## src/rtl/bitclr_pkg.sv

```systemverilog
package bitclr_pkg;

   // sequencer phases of one test-and-clear operation
   typedef enum logic [2:0] {
      ST_IDLE = 3'd0,
      ST_RD   = 3'd1,
      ST_WAIT = 3'd2,
      ST_WR   = 3'd3,
      ST_DONE = 3'd4
   } bc_state_e;

endpackage

```

## src/rtl/bitclr_addr.sv

```systemverilog
// Effective byte address: base plus sign-extended displacement, or base alone.
module bitclr_addr #(
   parameter int ADDR_W = 32,
   parameter int DISP_W = 16
) (
   input  logic              clk,
   input  logic              rst_n,
   input  logic              load,
   input  logic              use_disp,
   input  logic [ADDR_W-1:0] base,
   input  logic [DISP_W-1:0] disp,
   output logic [ADDR_W-1:0] addr_q
);

   localparam int EXT_W = ADDR_W - DISP_W;

   logic [ADDR_W-1:0] disp_ext;
   logic [ADDR_W-1:0] addr_d;

   generate
      if (EXT_W > 0) begin : g_sext
         assign disp_ext = {{EXT_W{disp[DISP_W-1]}}, disp};
      end else begin : g_same
         assign disp_ext = disp[ADDR_W-1:0];
      end
   endgenerate

   always_comb begin
      addr_d = base;
      if (use_disp) begin
         addr_d = base + disp_ext;
      end
   end

   always_ff @(posedge clk) begin
      if (!rst_n) begin
         addr_q <= '0;
      end else if (load) begin
         addr_q <= addr_d;
      end
   end

endmodule

```

## src/rtl/bitclr_mask.sv

```systemverilog
// Bit-index selection and one-hot mask register.
module bitclr_mask #(
   parameter int DATA_W = 8,
   parameter int REG_W  = 32,
   parameter int SEL_W  = 3
) (
   input  logic              clk,
   input  logic              rst_n,
   input  logic              load,
   input  logic              use_imm,
   input  logic [SEL_W-1:0]  bit_imm,
   input  logic [REG_W-1:0]  bit_val,
   output logic [DATA_W-1:0] mask_q
);

   logic [SEL_W-1:0]  sel;
   logic [DATA_W-1:0] dec;

   assign sel = use_imm ? bit_imm : bit_val[SEL_W-1:0];

   generate
      for (genvar i = 0; i < DATA_W; i++) begin : g_dec
         assign dec[i] = (sel == SEL_W'(i));
      end
      if (REG_W > SEL_W) begin : g_hi
         // upper register bits do not take part in the selection
         logic unused_hi;
         assign unused_hi = ^bit_val[REG_W-1:SEL_W];
      end
   endgenerate

   always_ff @(posedge clk) begin
      if (!rst_n) begin
         mask_q <= '0;
      end else if (load) begin
         mask_q <= dec;
      end
   end

endmodule

```

## src/rtl/bitclr_fsm.sv

```systemverilog
// Phase sequencer: idle, read request, wait for data, write request, done.
module bitclr_fsm
   import bitclr_pkg::*;
(
   input  logic      clk,
   input  logic      rst_n,
   input  logic      start,
   input  logic      mem_gnt,
   input  logic      mem_rvalid,
   output logic      load,
   output bc_state_e state_q
);

   bc_state_e state_d;

   assign load = (state_q == ST_IDLE) && start;

   always_comb begin
      state_d = state_q;
      unique case (state_q)
         ST_IDLE: if (start)      state_d = ST_RD;
         ST_RD:   if (mem_gnt)    state_d = ST_WAIT;
         ST_WAIT: if (mem_rvalid) state_d = ST_WR;
         ST_WR:   if (mem_gnt)    state_d = ST_DONE;
         ST_DONE:                 state_d = ST_IDLE;
         default:                 state_d = ST_IDLE;
      endcase
   end

   always_ff @(posedge clk) begin
      if (!rst_n) begin
         state_q <= ST_IDLE;
      end else begin
         state_q <= state_d;
      end
   end

endmodule

```

## src/rtl/bitclr_rmw.sv

```systemverilog
// Byte bit-clear read-modify-write sequencer (top).
module bitclr_rmw #(
   parameter  int ADDR_W = 32,
   parameter  int DISP_W = 16,
   parameter  int REG_W  = 32,
   parameter  int DATA_W = 8,
   localparam int SEL_W  = $clog2(DATA_W)
) (
   input  logic              clk,
   input  logic              rst_n,
   input  logic              start,
   input  logic              form_reg,
   input  logic [ADDR_W-1:0] base_val,
   input  logic [DISP_W-1:0] disp_val,
   input  logic [SEL_W-1:0]  bit_imm,
   input  logic [REG_W-1:0]  bit_val,
   output logic              mem_req,
   output logic              mem_we,
   output logic [ADDR_W-1:0] mem_addr,
   output logic [DATA_W-1:0] mem_wdata,
   input  logic              mem_gnt,
   input  logic              mem_rvalid,
   input  logic [DATA_W-1:0] mem_rdata,
   output logic              z_flag,
   output logic              done
);

   import bitclr_pkg::*;

   // elaboration-time parameter checks
   generate
      if (DATA_W < 2 || (DATA_W & (DATA_W - 1)) != 0) begin : g_bad_data
         $error("bitclr_rmw: DATA_W must be a power of two >= 2");
      end
      if (ADDR_W < DISP_W) begin : g_bad_disp
         $error("bitclr_rmw: ADDR_W must not be narrower than DISP_W");
      end
      if (REG_W < SEL_W) begin : g_bad_reg
         $error("bitclr_rmw: REG_W too narrow for a bit index");
      end
   endgenerate

   bc_state_e         state_q;
   logic              load;
   logic [DATA_W-1:0] mask_q;
   logic [DATA_W-1:0] byte_q;
   logic              z_q;

   bitclr_fsm u_fsm (
      .clk        (clk),
      .rst_n      (rst_n),
      .start      (start),
      .mem_gnt    (mem_gnt),
      .mem_rvalid (mem_rvalid),
      .load       (load),
      .state_q    (state_q)
   );

   bitclr_addr #(
      .ADDR_W (ADDR_W),
      .DISP_W (DISP_W)
   ) u_addr (
      .clk      (clk),
      .rst_n    (rst_n),
      .load     (load),
      .use_disp (!form_reg),
      .base     (base_val),
      .disp     (disp_val),
      .addr_q   (mem_addr)
   );

   bitclr_mask #(
      .DATA_W (DATA_W),
      .REG_W  (REG_W),
      .SEL_W  (SEL_W)
   ) u_mask (
      .clk     (clk),
      .rst_n   (rst_n),
      .load    (load),
      .use_imm (!form_reg),
      .bit_imm (bit_imm),
      .bit_val (bit_val),
      .mask_q  (mask_q)
   );

   // captured byte from memory
   always_ff @(posedge clk) begin
      if (!rst_n) begin
         byte_q <= '0;
      end else if (state_q == ST_WAIT && mem_rvalid) begin
         byte_q <= mem_rdata;
      end
   end

   // zero flag: set when the selected bit was already clear
   always_ff @(posedge clk) begin
      if (!rst_n) begin
         z_q <= 1'b0;
      end else if (state_q == ST_WR && mem_gnt) begin
         z_q <= ~|(byte_q & mask_q);
      end
   end

   assign mem_req   = (state_q == ST_RD) || (state_q == ST_WR);
   assign mem_we    = (state_q == ST_WR);
   assign mem_wdata = byte_q & ~mask_q;
   assign z_flag    = z_q;
   assign done      = (state_q == ST_DONE);

endmodule

```

## config.mk

```make
export PLATFORM = sky130hd
export DESIGN_NAME = bitclr_rmw
export DESIGN_NICKNAME = d
export VERILOG_FILES = /design/src/rtl/bitclr_pkg.sv /design/src/rtl/bitclr_addr.sv /design/src/rtl/bitclr_mask.sv /design/src/rtl/bitclr_fsm.sv /design/src/rtl/bitclr_rmw.sv
export SDC_FILE = /design/constraint.sdc
export NUM_CORES = 1
export LEC_CHECK = 0
export BUFFER_PORTS_ARGS = -buffer_cell sky130_fd_sc_hd__buf_2
export CAP_MARGIN = 25
export CORE_MARGIN = 2
export CORE_UTILIZATION = 45
export CTS_CLUSTER_DIAMETER = 150
export DETAILED_ROUTE_END_ITERATION = 6
export PLACE_DENSITY = 0.82
export SYNTH_ARGS = -nofsm -noshare
export SYNTH_HDL_FRONTEND = slang
export SYNTH_HIERARCHICAL = 1
export SYNTH_SLANG_ARGS = --single-unit
```

## constraint.sdc

```tcl
create_clock -name clk -period 6.2 [get_ports clk]
set_input_delay 0 -clock clk [delete_from_list [all_inputs] [get_ports clk]]
set_output_delay 0 -clock clk [all_outputs]
set_load 0.02 [all_outputs]
```

# Yosys cells after proc, flatten, opt, wreduce, memory -nomap -nowiden
# Cells that the tools add are included.
# totals
in_bits	97
out_inout_bits	44
wordCells	40
regBits	52
# classes
n_eq_ne	15
add_sub_neg	1
bitwise_logic	3
reduce_logical	9
mux	7
# ops
op	n
32-bit adder	1
32-bit 2-to-1 mux	1
8-bit bitwise AND	2
3-bit equality test (second input constant)	5
3-bit 2-to-1 mux	5
3-bit by 2-bit equality test with 1-bit output (second input constant)	4
3-bit case mux with 4 select lines	1
8-bit inverter	1
8-bit OR reduction	1
3-bit by 1-bit equality test with 1-bit output (second input constant)	2
3-bit logical NOT	2
2-bit inequality test (second input constant)	3
4-bit AND reduction	1
1-bit logical AND	3
2-bit by 1-bit inequality test with 1-bit output (second input constant)	1
1-bit logical NOT	1
1-bit logical OR	1

# Depth between registers and ports, before layout
# Gate-level depths: netlist of run 1.
# depth
ltp_word	3
mapped_depth	10

# Hierarchy
# The synthesis of run 1 kept the hierarchy.
# by_module_without_submodules
module	seq_area_each_um2	area_each_um2	cells_per_inst	instances
bitclr_addr	640.6	3308.2	417	1
bitclr_rmw	180.2	464.2	47	1
bitclr_mask	160.2	370.4	38	1
bitclr_fsm	60.1	135.1	12	1

# Worst setup path before layout of run 1
# No wires, ideal clock.
# synth_timing
path_type	input port to flip-flop
startpoint	input base_val[0]
endpoint	register u_addr.addr_q[12]
stages	10
t_arrival_ps	1845
setup_time_ps	132
path_slack_ps	4222
cell_sequence	ha_1 > fa_1 > a211oi_1 > o21ai_1 > a221oi_1 > o21ai_0 > nor2_1 > nor2_1 > mux2i_1 > a21oi_1
# synth_between
elab_chain_len	2
# synth_lines
element	line	rtl
from (decl)	bitclr_rmw.sv:13	input logic [ADDR_W-1:0] base_val,
32-bit adder	bitclr_addr.sv:31	addr_d = base + disp_ext;
32-bit 2-to-1 mux	bitclr_addr.sv:30	if (use_disp) begin
to (signal assigned)	bitclr_addr.sv:39	addr_q <= addr_d;
to (decl)	bitclr_addr.sv:12	output logic [ADDR_W-1:0] addr_q
# Every way passes these cells.
# A chain may end at the register's enable or synchronous reset.

# Final worst setup path of run 1
# layout_timing
startpoint	input base_val[15]
endpoint	register u_addr.addr_q[22]
# Same word-level chain as after synthesis.

==> out/qor.yml, run 1 <==
status:
  status: "finished clean"
global_route:
  overflow: 0
  grt_pass1_wl_mm: 18.20
  grt_max_degree: 65
  grt_usage: 0.2167
  grt_antenna_before_repair: 0
  grt_pass1_vias: 3982
clock_network:
  tritoncts: "yes"
  clkTransAtPathRegs_ns: 0.10
  root_buffer: "clkbuf_8"
  clockBufferDepth: 2
  cts-buffers-inserted: 5
  ctsResizeCount: 0
  cts_sinks: 52
  clk_latency_ns: 0.31
  htreeDepth: 2
floorplanning:
  top_level_ports: 141
  row_count: 35
  die_w_um: 101.5
  die_area_sq_mm: 0.01030
  core_sq_mm: 0.009240
  initial_core_util: 0.4630
  die_y_um: 101.5
layout:
  fin_nets: 743
  multi_input_area_sq_mm: 0.003012
  area_growth_pct: 18.40
  fillers: 858
  diodes: 0
  fin_util: 0.5481
  seqCellArea_sq_mm: 0.001041
  drive_above_1_share: 0.2504
drt:
  wl_mm: 11.32
  ant_nets: 0
  drt_iter0_drc: 129
  wl_met2_mm: 5.444
  vias: 4204
  vias_per_cell: 5.651
  post_drt_wl_per_cell_um: 15.22
  top_layer_used: "met4"
  m1WireLength_mm: 5.029
  drt-pass1-iter-count: 4
  drc: 0
  route.met3.wl_um: 639
synth:
  synth_top_cell_by_area: "dfxtp_1"
  syn_area_sq_mm: 0.004278
  synth_top_area_frac: 0.2433
  synth_edf_count: 0
  synth_area_leaders: "dfxtp_1 (24%), ha_1 (9.1%), mux2i_1 (6.8%)"
  synth_fp_nets: 643
  yosysSeqAreaShare: 0.2433
  yosys_warnings: 6
  synthCells: 514
  async_reset_ff_frac: 0
  yosys_most_used_dff: "dfxtp_1"
  yosysUniqueCellTypes: 80
  yosysMostFrequentCell: "dfxtp_1"
  syn_area_per_cell_sq_um: 8.323
  synth_common_cells: "dfxtp_1 (52), a21oi_1 (51), nand2_1 (35)"
  synth.ff_latch_count: 52
worst_hold_path:
  hold_path_class: "primary input to register"
sta:
  setup_viol: 0
  timing_worst_slew_pin_value_ns: 0.5978
  timing.final.crit_period_ns: 2.423
  setup_tns_ns: 0
  drv_slew: 0
  grt_setup_unrepaired: "no"
  period_share: 0.3908
  slew_headroom: 0.6015
  clock_skew_ns: 0.007230
  final-hold-violation-count: 0
  finalWorstSetupSlack_ns: 3.777
  max_clock_freq_ghz: 0.4127
critical_path:
  slowest_stage: "dlygate4sd3_1"
  crit_chain: "dlygate4sd3_1 -> buf_2 -> ha_1 -> a21o_1 -> a21o_1 -> a221oi_1 -> nand2_1 -> o21ai_2 -> xor2_1 -> a21oi_1 -> a21o_1"
  crit_type: "primary input to register"
  cp_max_fo: 7
  critPathCaptureType: "register"
  crit_path_max_incr_delay_ns: 0.54
  path_common_cell: "a21o_1"
  worstPathRequired_ns: 6.41
  startpoint_type: "primary input"
  arrival_ns: 2.64
placement:
  place_ws_ns: 3.772
  portBuffers: 111
  hpwl_mm: 8.459
  gp_congestion: 0.9245
power:
  p_per_area_mw_per_mm2: 197.5
  p_leak_nw: 2.273
  peakVddDrop_mv: 0.1336
  finalPower_mw: 1.000
run:
  drv_cap: 0
==> cell type report <==
type                       instances  area share
inverter                          14     0.01038
clock buffer                       6     0.01433
timing repair buffer             125      0.1364
clock inverter                     2    0.006917
tap                              129     0.03187
multi-input combinational        416      0.5946
sequential                        52      0.2055
==> cell families after synthesis <==
logic type / after synthesis / share of synthesized area
AO/OA/AOI/OAI: 189 / 0.3138
AND/OR/NAND/NOR: 142 / 0.1743
flip-flops: 52 / 0.2433
buffers and inverters: 46 / 0.05411
adder cells (fa/ha/maj): 32 / 0.09535
multiplexers: 31 / 0.07400
XOR/XNOR: 22 / 0.04504
==> stage by stage <==
step | cells | area (sq um) | hold WS, ns
4_1_cts | 744 | 5065 | 0.001066
6_report | 744 | 5065 | 0.009635
3_3_place_gp | 724 | 4837 | 0.2639
5_1_grt | 744 | 5065 | 0.001862
2_1_floorplan | 514 | 4278 | 0.1282
3_5_place_dp | 724 | 4837 | 0.2694
==> path summary, 6_finish.rpt <==
path / end / slack, ns / cells past startpoint / start
worst min-delay path: u_addr/addr_q[12]$_SDFFE_PN0P_ / 0.01 / 3 / base_val[12]
worst max-delay path: u_addr/addr_q[22]$_SDFFE_PN0P_ / 3.78 / 11 / base_val[15]
worst max register to register: u_addr/addr_q[14]$_SDFFE_PN0P_ / 4.19 / 5 / u_fsm/state_q[1]$_SDFFE_PN0P_
worst min register to register: u_addr/addr_q[23]$_SDFFE_PN0P_ / 0.46 / 2 / u_addr/addr_q[23]$_SDFFE_PN0P_
==> critical path: cells and delay by family <==
family                   cells  cell delay (ns)
AND/OR/NAND/NOR              1             0.11
XOR/XNOR                     1             0.19
buffers and inverters        2             0.68
adder cells (fa/ha/maj)      1             0.39
AO/OA/AOI/OAI                6             1.26
==> report_power, final <==
group / leakage, nW / switching (mW) / internal (mW)
sequential: 0.427 / 0.0152 / 0.361
combinational: 1.79 / 0.231 / 0.159
clock: 0.0552 / 0.114 / 0.120
total: 2.27 / 0.360 / 0.640
==> repair_timing <==
action,4_1_cts,5_1_grt
hold buffers,12,0
buffers inserted,0,0
hold endpoints to repair,12,0
==> flip-flops by register name (all words and copies together) (netlist names) <==
signal and cells:
byte_q 8, u_addr/addr_q 32, u_fsm/state_q 3, u_mask/mask_q 8, z_flag 1
==> layout by cell type (no fill, tap or decap), drive strengths merged, types with 7 or more instances in the layout <==
cell         synthesis  layout
nor2                35      35
dlygate4sd3          0      12
ha                  31      31
nand2               37      37
dfxtp               52      52
nand3               12      12
inv                 13      12
buf                 13     113
xor2                 7       7
a21o                18      18
a211oi              16      16
o21ai               43      43
mux2i               29      29
xnor2               15      15
nand4                8       8
a21oi               52      52
nor2b               22      22
==> per-layer routing <==
layer	GRT usage	vias up
met5	0	-
met4	0.06237	0
met3	0.04762	19
met2	0.3785	131
met1	0.2666	1949
li1	-	2105
Note: power is estimated with default switching activity, not from simulation.
==> run 2, diff against run 1 <==
clock period = 2.3 ns   (was 6.2 ns; I/O delays follow)
==> run 2 against run 1 <==
Non-clock buffer count increased by 10; critical path depth unchanged; via count increased by 0.86%; highest routed layer unchanged; critical endpoint unchanged; wire length increased by 1.5%; design area grew 1.8%; worst hold slack improved by 0.0034 ns; sequential power grew to 2.7 times the previous value; combinational power increased to 2.8 times the previous value; largest cell class unchanged; clock-buffer cell count down 1; sequential share of layout area fell by 0.35 points.
==> out/qor.yml, run 2 (synthesis gave the netlist of run 1 again) <==
status:
  status: "finished clean"
layout:
  mostFrequentLayoutCells: "buf_2 (111), dfxtp_1 (52), a21oi_1 (51), nand2_1 (35), nor2_1 (33)"
  fillers: 842  # -1.9%
  mostFrequentLayoutCell: "buf_2"
  fin_util: 0.5578  # +0.009614
  fin_nets: 753  # +1.3%
  diodes: 0  # unchanged
  area_growth_pct: 20.47
  drive_above_1_share: 0.2656  # +0.01519
  top_regs: "u_addr/addr_q x32, byte_q x8, u_mask/mask_q x8"
  top_register: "u_addr/addr_q"
  largest_reg_flops: 32  # unchanged
sta:
  period_share: 0.8978
  max_clock_freq_ghz: 0.4843
  setup_viol: 0  # unchanged
  slew_headroom: 0.6089  # +0.007430
  clock_skew_ns: 0.005602  # -0.001627 ns
  final-hold-violation-count: 0  # unchanged
  timing_worst_slew_pin_value_ns: 0.5866  # -0.01115 ns
  grt_setup_unrepaired: "no"
  setup_tns_ns: 0  # unchanged
  drv_slew: 0  # unchanged
  timing.final.crit_period_ns: 2.065
floorplanning:
  core_sq_mm: 0.009240  # unchanged
  top_level_ports: 141  # unchanged
  row_count: 35  # unchanged
  die_y_um: 101.5  # unchanged
  die_area_sq_mm: 0.01030  # unchanged
  die_w_um: 101.5  # unchanged
  initial_core_util: 0.4630  # unchanged
worst_hold_path:
  hold_path_class: "primary input to register"
  whs_path_depth: 3  # unchanged
power:
  internal-power_mw: 1.747  # +170%
  peakVddDrop_mv: 0.2941  # +120%
  p_sw_mw: 0.9864  # +170%
  sw_frac_of_total: 0.3608  # +0.0007488
  p_clk_frac: 0.234  # about the same
  p_leak_nw: 2.324  # +2.3%
  pwr-share-comb: 0.395  # +0.005
  seq_power_share: 0.371  # -0.005
  p_per_area_mw_per_mm2: 530.4  # +170%
run:
  drv_cap: 0  # unchanged
clock_network:
  cts-buffers-inserted: 5  # unchanged
  htreeDepth: 2  # unchanged
  clk_latency_ns: 0.30  # about the same
  clockBufferDepth: 2  # unchanged
  postCtsSetupBuffers: 0  # unchanged
  clkTransAtPathRegs_ns: 0.10  # about the same
  cts_sinks: 52  # unchanged
  root_buffer: "clkbuf_8"
  tritoncts: "yes"
drt:
  wl_mm: 11.49  # +1.5%
  drt_iter0_drc: 169  # +31%
  drt-pass1-iter-count: 5  # +1
  vias: 4240  # +0.86%
  ant_nets: 0  # unchanged
  post_drt_wl_per_cell_um: 15.24  # +0.15%
  vias_per_cell: 5.623  # -0.48%
  drc: 0  # unchanged
critical_path:
  worstPathRequired_ns: 2.50  # -3.91 ns
  cp_max_fo: 3  # -4
  crit_type: "primary input to register"
  reg2reg_depth: 5  # unchanged
  critPathCaptureType: "register"
  arrival_ns: 2.26  # -0.38 ns
  startpoint_type: "primary input"
global_route:
  grt_max_degree: 65  # unchanged
  overflow: 0  # unchanged
  grt_pass1_wl_mm: 18.98  # +4.3%
  grt_antenna_before_repair: 0  # unchanged
  grt_usage: 0.2228  # +0.006106
  grt_pass1_vias: 4223  # +6.1%
placement:
  hpwl_mm: 8.773  # +3.7%
  portBuffers: 111  # unchanged
  gp_congestion: 0.9015  # -2.5%
## run 2: cell count changes in the layout (fill, tap and decap cells not counted), sizes merged
cell	change
buf	+11
dlygate4sd3	-1
clkinvlp	+1
clkbuf	-1
## run 2: worst max-delay path, cell delays in order
cell and delay, ns:
buf_2 0.11, ha_1 0.23, fa_1 0.43, a211oi_1 0.37, o21ai_1 0.19, nand3b_1 0.13
o21ai_2 0.08, o21ai_2 0.26, xor2_1 0.17, a21oi_1 0.10, a21o_1 0.20
## run 2: worst paths after layout
kind | from | to | slack (ns)
setup / recovery | base_val[0] | u_addr/addr_q[22]$_SDFFE_PN0P_ | 0.23
hold / removal | base_val[11] | u_addr/addr_q[11]$_SDFFE_PN0P_ | 0.01
setup reg to reg | u_fsm/state_q[1]$_SDFFE_PN0P_ | u_mask/mask_q[7]$_SDFFE_PN0P_ | 0.55
hold reg to reg | u_addr/addr_q[24]$_SDFFE_PN0P_ | u_addr/addr_q[24]$_SDFFE_PN0P_ | 0.48
## run 2: power groups by stage
stage / clock network, mW / logic, mW / registers (mW)
final: 0.640 / 1.08 / 1.01
after global routing: 0.689 / 1.18 / 1.03
after CTS: 0.661 / 1.07 / 1.02
after detailed placement: 0 / 1.05 / 1.04
after global placement: 0 / 1.03 / 1.03
after floorplan: 0 / 0.684 / 1.10
## run 2: repair_timing
action	4_1_cts	5_1_grt
hold buffers	11	0
resized for setup	0	0
endpoints found under the hold margin	11	0
## run 2: final cells by class
class                   count  area [sq um]  share of cell area
clock buffers               5         68.82             0.01335
clock inverters             3         42.54            0.008254
inverters                  14         52.55             0.01020
multi-input cells         416          3012              0.5844
flip-flops and latches     52          1041              0.2020
well taps                 129         161.4             0.03132
repair buffers            135         775.7              0.1505
## run 2: metal layers
| layer | GRT usage | part of all wire | routed length (um) | vias up |
|---|---|---|---|---|
| li1 | - | - | - | 2127 |
| met1 | 0.2664 | 0.43 | 4985 | 1922 |
| met2 | 0.3978 | 0.48 | 5477 | 156 |
| met3 | 0.04279 | 0.059 | 682 | 35 |
| met4 | 0.07484 | 0.030 | 345 | 0 |
| met5 | 0 | 0 | 0 | - |
## run 2: per-stage QoR
step                      setup slack, ns  instances  power [mW]  hold slack [ns]  instance area (sq um)
after global routing              0.05680        754       2.898          0.01379                   5154
after detailed placement         -0.04299        735       2.087           0.2719                   4932
after CTS                          0.2718        754       2.750         0.006529                   5154
after global placement            0.03323        735       2.061           0.2633                   4932
final                              0.2350        754       2.734          0.01303                   5154
after floorplan                    0.3225        514       1.789           0.1282                   4278
